$ cat src/rtl/dpf_pkg.sv
package dpf_pkg;

  typedef enum logic [1:0] {
    SEQ_IDLE   = 2'd0,
    SEQ_ACTIVE = 2'd1,
    SEQ_LBLANK = 2'd2,
    SEQ_FBLANK = 2'd3
  } seq_state_t;

  // Strobes from sequencing control to the output datapath
  typedef struct packed {
    logic frameValid;
    logic lineValid;
    logic firstPair;
    logic eightBit;
  } strobe_t;

endpackage

$ cat src/rtl/dpf_control.sv
module dpf_control
  import dpf_pkg::*;
#(
  parameter int COL_W   = 12,
  parameter int ROW_W   = 12,
  parameter int BLANK_W = 8
) (
  input  logic               clk,
  input  logic               rstN,
  input  logic               startPulse,
  input  logic               modeEightBit,
  input  logic [COL_W-1:0]   cfgLineWidth,
  input  logic [ROW_W-1:0]   cfgFrameHeight,
  input  logic [BLANK_W-1:0] cfgLineBlank,
  input  logic [BLANK_W-1:0] cfgFrameBlank,
  output strobe_t            strobe
);

  localparam int PAIR_CMP_W = COL_W + 2;

  seq_state_t         state;
  logic [COL_W-1:0]   colCnt;
  logic [ROW_W-1:0]   rowCnt;
  logic [BLANK_W-1:0] blankCnt;
  logic               modeReg;

  logic lastPair, lastRow, lineGapDone, frameGapDone, inFrame;

  // Pair is last once 2*(col+1) reaches the width (odd widths round up)
  assign lastPair     = ({1'b0, colCnt, 1'b0} + PAIR_CMP_W'(2)) >= {2'b00, cfgLineWidth};
  assign lastRow      = rowCnt == (cfgFrameHeight - ROW_W'(1));
  assign lineGapDone  = blankCnt == (cfgLineBlank - BLANK_W'(1));
  assign frameGapDone = ({1'b0, blankCnt} + (BLANK_W+1)'(1)) >= {1'b0, cfgFrameBlank};
  assign inFrame      = (state == SEQ_ACTIVE) || (state == SEQ_LBLANK);

  always_ff @(posedge clk or negedge rstN) begin
    if (!rstN) begin
      state    <= SEQ_IDLE;
      colCnt   <= '0;
      rowCnt   <= '0;
      blankCnt <= '0;
      modeReg  <= 1'b0;
    end else begin
      if (!inFrame) modeReg <= modeEightBit;
      unique case (state)
        SEQ_IDLE: begin
          if (startPulse) begin
            state  <= SEQ_ACTIVE;
            colCnt <= '0;
            rowCnt <= '0;
          end
        end
        SEQ_ACTIVE: begin
          if (!lastPair) begin
            colCnt <= colCnt + COL_W'(1);
          end else begin
            colCnt   <= '0;
            blankCnt <= '0;
            if (lastRow)                 state  <= SEQ_FBLANK;
            else if (cfgLineBlank == '0) rowCnt <= rowCnt + ROW_W'(1);
            else                         state  <= SEQ_LBLANK;
          end
        end
        SEQ_LBLANK: begin
          if (lineGapDone) begin
            state  <= SEQ_ACTIVE;
            rowCnt <= rowCnt + ROW_W'(1);
          end else begin
            blankCnt <= blankCnt + BLANK_W'(1);
          end
        end
        SEQ_FBLANK: begin
          if (frameGapDone) state    <= SEQ_IDLE;
          else              blankCnt <= blankCnt + BLANK_W'(1);
        end
        default: state <= SEQ_IDLE;
      endcase
    end
  end

  assign strobe.frameValid = inFrame;
  assign strobe.lineValid  = state == SEQ_ACTIVE;
  assign strobe.firstPair  = (state == SEQ_ACTIVE) && (colCnt == '0);
  assign strobe.eightBit   = modeReg;

  AST_FRAME_OPENS_ON_PAIR_ONE: assert property (@(posedge clk) disable iff (!rstN)
    $rose(strobe.frameValid) |-> (strobe.lineValid && strobe.firstPair));

  AST_DEPTH_FROZEN_IN_FRAME: assert property (@(posedge clk) disable iff (!rstN)
    strobe.frameValid |=> $stable(strobe.eightBit));

  AST_PAIR_INSIDE_LINE: assert property (@(posedge clk) disable iff (!rstN)
    (state == SEQ_ACTIVE) |-> ({1'b0, colCnt, 1'b0} < {2'b00, cfgLineWidth}));

  AST_GAP_KEEPS_FRAME_LOW: assert property (@(posedge clk) disable iff (!rstN)
    (state == SEQ_FBLANK) |=> !strobe.frameValid);

endmodule

$ cat src/rtl/dpf_datapath.sv
module dpf_datapath
  import dpf_pkg::*;
#(
  parameter int PIX_W  = 10,
  parameter int DROP_W = 2
) (
  input  logic             clk,
  input  logic             rstN,
  input  strobe_t          strobe,
  input  logic             testPatternEn,
  input  logic [PIX_W-1:0] chanA,
  input  logic [PIX_W-1:0] chanB,
  output logic             outFrameValid,
  output logic             outLineValid,
  output logic [PIX_W-1:0] outPixLo,
  output logic [PIX_W-1:0] outPixHi
);

  localparam int LANES = 2;
  localparam int KEEP_W = PIX_W - DROP_W;

  logic [PIX_W-1:0] patBase, patNext;
  logic [PIX_W-1:0] rawPix [LANES];
  logic [PIX_W-1:0] srcPix [LANES];
  logic [PIX_W-1:0] fitPix [LANES];

  assign rawPix[0] = chanA;
  assign rawPix[1] = chanB;
  assign patNext   = strobe.firstPair ? '0 : patBase + PIX_W'(2);

  for (genvar lane = 0; lane < LANES; lane++) begin : g_lane
    assign srcPix[lane] = testPatternEn ? patNext + PIX_W'(lane) : rawPix[lane];
    assign fitPix[lane] = strobe.eightBit
                        ? {{DROP_W{1'b0}}, srcPix[lane][PIX_W-1 -: KEEP_W]}
                        : srcPix[lane];
  end

  // Output word is launched on the falling edge
  always_ff @(negedge clk or negedge rstN) begin
    if (!rstN) begin
      patBase       <= '0;
      outFrameValid <= 1'b0;
      outLineValid  <= 1'b0;
      outPixLo      <= '0;
      outPixHi      <= '0;
    end else begin
      outFrameValid <= strobe.frameValid;
      outLineValid  <= strobe.lineValid;
      if (strobe.lineValid) begin
        patBase  <= patNext;
        outPixLo <= fitPix[0];
        outPixHi <= fitPix[1];
      end else begin
        outPixLo <= '0;
        outPixHi <= '0;
      end
    end
  end

  AST_IDLE_FIELDS_ZERO: assert property (@(negedge clk) disable iff (!rstN)
    !outLineValid |-> (outPixLo == '0 && outPixHi == '0));

  AST_NARROW_TOP_ZERO: assert property (@(negedge clk) disable iff (!rstN)
    (strobe.lineValid && strobe.eightBit)
      |=> (outPixLo[PIX_W-1 -: DROP_W] == '0 && outPixHi[PIX_W-1 -: DROP_W] == '0));

  AST_LINE_NEEDS_FRAME: assert property (@(negedge clk) disable iff (!rstN)
    outLineValid |-> outFrameValid);

endmodule

$ cat src/rtl/dual_pixel_formatter.sv
module dual_pixel_formatter
  import dpf_pkg::*;
#(
  parameter int PIX_W   = 10,
  parameter int DROP_W  = 2,
  parameter int COL_W   = 12,
  parameter int ROW_W   = 12,
  parameter int BLANK_W = 8
) (
  input  logic               clk,
  input  logic               rstN,
  input  logic               startPulse,
  input  logic               modeEightBit,
  input  logic               testPatternEn,
  input  logic [COL_W-1:0]   cfgLineWidth,
  input  logic [ROW_W-1:0]   cfgFrameHeight,
  input  logic [BLANK_W-1:0] cfgLineBlank,
  input  logic [BLANK_W-1:0] cfgFrameBlank,
  input  logic [PIX_W-1:0]   chanA,
  input  logic [PIX_W-1:0]   chanB,
  output logic               outFrameValid,
  output logic               outLineValid,
  output logic [PIX_W-1:0]   outPixLo,
  output logic [PIX_W-1:0]   outPixHi
);

  strobe_t strobe;

  dpf_control #(
    .COL_W  (COL_W),
    .ROW_W  (ROW_W),
    .BLANK_W(BLANK_W)
  ) i_control (
    .clk           (clk),
    .rstN          (rstN),
    .startPulse    (startPulse),
    .modeEightBit  (modeEightBit),
    .cfgLineWidth  (cfgLineWidth),
    .cfgFrameHeight(cfgFrameHeight),
    .cfgLineBlank  (cfgLineBlank),
    .cfgFrameBlank (cfgFrameBlank),
    .strobe        (strobe)
  );

  dpf_datapath #(
    .PIX_W (PIX_W),
    .DROP_W(DROP_W)
  ) i_datapath (
    .clk          (clk),
    .rstN         (rstN),
    .strobe       (strobe),
    .testPatternEn(testPatternEn),
    .chanA        (chanA),
    .chanB        (chanB),
    .outFrameValid(outFrameValid),
    .outLineValid (outLineValid),
    .outPixLo     (outPixLo),
    .outPixHi     (outPixHi)
  );

endmodule

$ cat config.mk
export PLATFORM = sky130hd
export DESIGN_NAME = dual_pixel_formatter
export DESIGN_NICKNAME = d
export VERILOG_FILES = /design/src/rtl/dpf_pkg.sv /design/src/rtl/dpf_control.sv /design/src/rtl/dpf_datapath.sv /design/src/rtl/dual_pixel_formatter.sv
export SDC_FILE = /design/constraint.sdc
export NUM_CORES = 1
export LEC_CHECK = 0
export ABC_AREA = 1
export CORE_ASPECT_RATIO = 0.8
export CORE_MARGIN = 2
export CORE_UTILIZATION = 55
export CTS_CLUSTER_DIAMETER = 30
export DETAILED_ROUTE_END_ITERATION = 12
export DONT_BUFFER_PORTS = 1
export PLACE_DENSITY = 0.82
export SYNTH_ARGS = -nofsm -noshare
export SYNTH_HDL_FRONTEND = slang
export SYNTH_SLANG_ARGS = --single-unit
$ cat constraint.sdc
create_clock -name clk -period 4.57 [get_ports clk]
set_input_delay 0.2285 -clock clk [delete_from_list [all_inputs] [get_ports clk]]
set_output_delay 0.2285 -clock clk [all_outputs]
set_load 0.01 [all_outputs]
== After elaboration in Yosys (flattened, before gate mapping) ==
Index checks and enable logic that the tools add are counted.

* ROM bits: 0
* Input port bits: 65
* Memories kept: 0
* Register bits after elaboration: 67
* Memory bits (writable): 0
* Output and inout port bits: 22
* Bits in latches: 0
* Logic and storage cells: 73

* Reduce and logical (&&, ||, !) cells: 12
* Div/mod/pow operators: 0
* Add/subtract/negate cells: 9
* Eq/ne operators: 14
* Muxes and demuxes: 26
* $lt $le $gt $ge: 2
* Bitwise gates (word level): 0
* Shift operators: 0
* $mul: 0

{| class="wikitable"
|+ Operators with widths
! cell !! number
|-
| $mux 12 || 6
|-
| $mux 10 || 7
|-
| $pmux 12 s3 || 1
|-
| $add 12x1->12 const B || 2
|-
| $mux 8 || 3
|-
| $pmux 12 s2 || 1
|-
| $pmux 8 s3 || 1
|-
| $add 13x2->14 const B || 1
|-
| $ge 14x12->1 || 1
|-
| $eq 12x12->1 || 1
|-
| $logic_not 12->1 || 1
|-
| $mux 2 || 6
|-
| $ne 2x2->1 const B || 6
|-
| $sub 12x1->12 const B || 1
|-
| $add 10x1->10 const B || 1
|-
| $add 10x2->10 const B || 1
|-
| $add 8x1->9 const B || 1
|-
| $ge 9x8->1 || 1
|-
| $add 8x1->8 const B || 1
|-
| $eq 8x8->1 || 1
|-
| $logic_not 8->1 || 1
|-
| $pmux 2 s4 || 1
|-
| $sub 8x1->8 const B || 1
|-
| $reduce_and 6->1 || 1
|-
| 12 further kinds || 15
|}

== Depth between registers and ports, before layout ==
* Word-level depth: 7
* Gate-level depth with buffers: 20
* Mapped depth without buffers: 19

== By module ==
A second synthesis with hierarchy kept.

* Cell total of the unflattened synthesis: 773
* Area total of the unflattened synthesis: 5341.4 µm²

{| class="wikitable"
|+ Modules (own cells, without submodules)
! module !! seq. area each (µm²) !! cells each !! times used !! area an instance (µm²)
|-
| dpf_control || 875.8 || 536 || 1 || 3510.9
|-
| dpf_datapath || 800.8 || 237 || 1 || 1830.5
|}

==> flow_metrics.tcl <==
set metrics [dict create \
    outcome "finished, final reports clean" \
    synth_area_per_cell_sq_um 6.67 \
    gr-total-overflow 0 \
    fin_ws_ps 206 \
    clk_path_buf_depth 2 \
    dpl-instance-area_sq_um 5550 \
    ys_ff_latch 67 \
    post_drt_wl_per_cell_microns 13.4 \
    rr_worst_depth 15 \
    wl_microns 12800 \
    clock_latency_ps 340 \
    rr_startpoint "i_control.colCnt[0]" \
    synth_most_common_cell "nand2_1" \
    slew_headroom_pct 32.0 \
    ys_async_sr_fraction_pct 100 \
    place_congestion 0.879 \
    final_cells 955 \
    nFillCells 892 \
    seq_area_frac_synth_pct 30.7 \
    floorplan.initialDensity_pct 56.6 \
    pre_cts_slack_ps 157 \
    layout.nets 911 \
    syn_nets 916 \
    ant_nets 0 \
    ys.flop_type "dfrtp_1" \
    wl_met2_microns 5450 \
    setup_viol 0 \
    drv_cap 0 \
    crit_path_max_fanout 4 \
    cts_tree "yes" \
    synth_cell_types 41 \
    fp.dieH_microns 93.2 \
    cts_root_buf "clkbuf_16" \
    synth-edff-count 0 \
    grt_pass1_wl_microns 21700 \
    r2r_slack_ps 210 \
    synth_area_leaders "nand2_1 (17%), dfrtp_1 (16%), dfrtn_1 (15%)" \
    h-tree-depth 3 \
    numCtsBuffers 9 \
    dp.cells 936 \
    hold_end "i_control.state[1]" \
    track_usage_pct 25.0 \
    drt_pass1_iterations 5 \
    synth_common_cells "nand2_1 (243), inv_1 (117), nor2_1 (75), nand3_1 (61), o21ai_0 (38)" \
    drcViolationCount 0 \
    area_growth_pct 8.20 \
    cts_setup_buffers 0 \
    crit_path_start "i_control.colCnt[0]" \
    grt_max_degree 36 \
    drive_gt1_share_pct 7.33 \
    worst_hold_startpoint "cfgLineBlank[7]" \
    power_density_nw_per_um2 436 \
    netlist_instances 819 \
    diodes 0 \
    cp-start-kind "flip-flop" \
    cp-end-kind "flip-flop" \
    final_area_sq_um 5910 \
    r2r_end "i_datapath.outPixHi[4]" \
    ys_warn_count 0 \
    p_leak_nw 3.10 \
    vdd_drop_max_uv 296 \
    hold_path.class "primary input to flip-flop" \
    route.layer.met1.wl_microns 6100 \
    critical_path_class "flip-flop to flip-flop" \
    final_util_pct 61.3 \
    skew_ps 14.1 \
    synth_top_area_share_pct 16.7 \
    drtIter0Drc 362 \
    fin_hold_ws_ps 267 \
    finalMaxSlewViolations 0 \
    total_power_mw 2.58 \
    via_per_inst 5.38 \
    antenna_found_initial 0 \
    syn_area_sq_um 5470 \
    hpwl_microns 9470 \
    worst_pin_slew_ps 1020 \
    rsz0062_at_grt "false" \
    met3RoutedLength_microns 1030 \
    grt_pass1_vias 4853 \
    highest_layer "met4" \
    clock-sinks 67 \
    synth_top_area_cell "nand2_1" \
    final-hold-violation-count 0 \
    fp.coreArea_sq_um 9650 \
    crit_required_ps 2480 \
    io_buffer_count 0 \
    die_x_microns 115 \
    dieArea_sq_um 10800 \
    whs_path_depth 5 \
    num_io_pins 87 \
    dr_total_vias 5141 \
    clkTransAtPathRegs_ps 60 \
    cp.arrival_ps 2280 \
    setup_tns_ps 0 \
    rows 32 \
]
## power by group
group	switching, mW	total [mW]	internal (mW)
registers	0.151	0.877	0.726
clock network	0.292	0.701	0.409
logic	0.697	1.00	0.304
total	1.14	2.58	1.44
## worst max-delay path by stage
stage | to | slack, ps | depth (start not counted)
2_1_floorplan | i_datapath.outPixHi[6] | 60 | 17
4_1_cts | i_datapath.outPixHi[4] | 160 | 15
5_1_grt | i_datapath.outPixHi[6] | 8 | 15
3_5_place_dp | i_datapath.outPixHi[4] | 160 | 15
6_report | i_datapath.outPixHi[4] | 210 | 15
3_3_place_gp | i_datapath.outPixHi[4] | 250 | 15
## sequential cells by signal (all words and copies together) (netlist names)
signal,count
i_control.modeReg,1
i_datapath.patBase,10
i_control.state,2
i_datapath.outLineValid,1
i_datapath.outFrameValid,1
i_control.colCnt,12
i_control.blankCnt,8
i_datapath.outPixLo,10
i_datapath.outPixHi,10
i_control.rowCnt,12
## metal layers
metal	vias to the layer above	track usage (%)
li1	2629	-
met1	2308	34.8
met2	184	38.5
met3	20	6.35
met4	0	7.33
met5	-	0
## area by class of cell
type                            count  area [sq um]  area share (%)
Multi-Input combinational cell    607          3240            54.7
Sequential cell                    67          1680            28.4
Inverter                          122           459            7.77
Clock buffer                       10           250            4.23
Tap cell                          136           170            2.88
Timing Repair Buffer                7          70.1            1.18
Clock inverter                      6          50.0           0.846
## logic make-up (layout without fill, tap and decap cells)
kind of cell / after synthesis / in the layout / share of synthesized area (%)
adder cells (fa/ha/maj): 32 / 32 / 7.33
buffers and inverters: 145 / 145 / 10.6
AND/OR/NAND/NOR: 454 / 454 / 36.7
XOR/XNOR: 35 / 35 / 5.61
flip-flops: 67 / 67 / 30.7
AO/OA/AOI/OAI: 86 / 86 / 9.13
## critical path: stages (launching register included)
cell and delay, ps:
dfrtp_1 390, inv_1 100, ha_1 210, nand2_1 60
nor2_1 50, nand3_2 100, nand2_1 80, inv_1 110
ha_4 150, nand3_2 100, nor2_4 140, nand2_1 90
o21ai_0 150, o21ai_1 110, nand2_1 70, nand2_1 50
## what timing repair did
item	4_1_cts	5_1_grt
endpoints found under the setup margin	0	4
resized for setup	0	5
hold buffers	3	0
hold endpoints to repair	36	0
## layout by cell type, fill, tap and decap left out, types with 2 or more instances in the layout
cell           count
xnor2_1            7
nor3b_1            3
buf_4              4
nor3_1             3
xor2_1            28
nor2_2             7
nor2_1            75
o21a_1             2
or2_2              8
nor2_4             2
nand3b_1           5
nand2_2            3
inv_2              3
o211ai_1           2
inv_1            117
nand2_1          242
dfrtn_1           32
o21ai_0           38
o22ai_1           17
o21ai_1            2
ha_1              31
dfrtp_1           35
nand3_1           60
nand3_2            4
nand4_1           35
clkbuf_16         10
o21ai_2            8
a21oi_1           14
dlygate4sd3_1      2
clkinv_2           2
o21bai_1           2
inv_6              3
nor4_1             3
No activity file was read; power rests on OpenSTA's default activity.
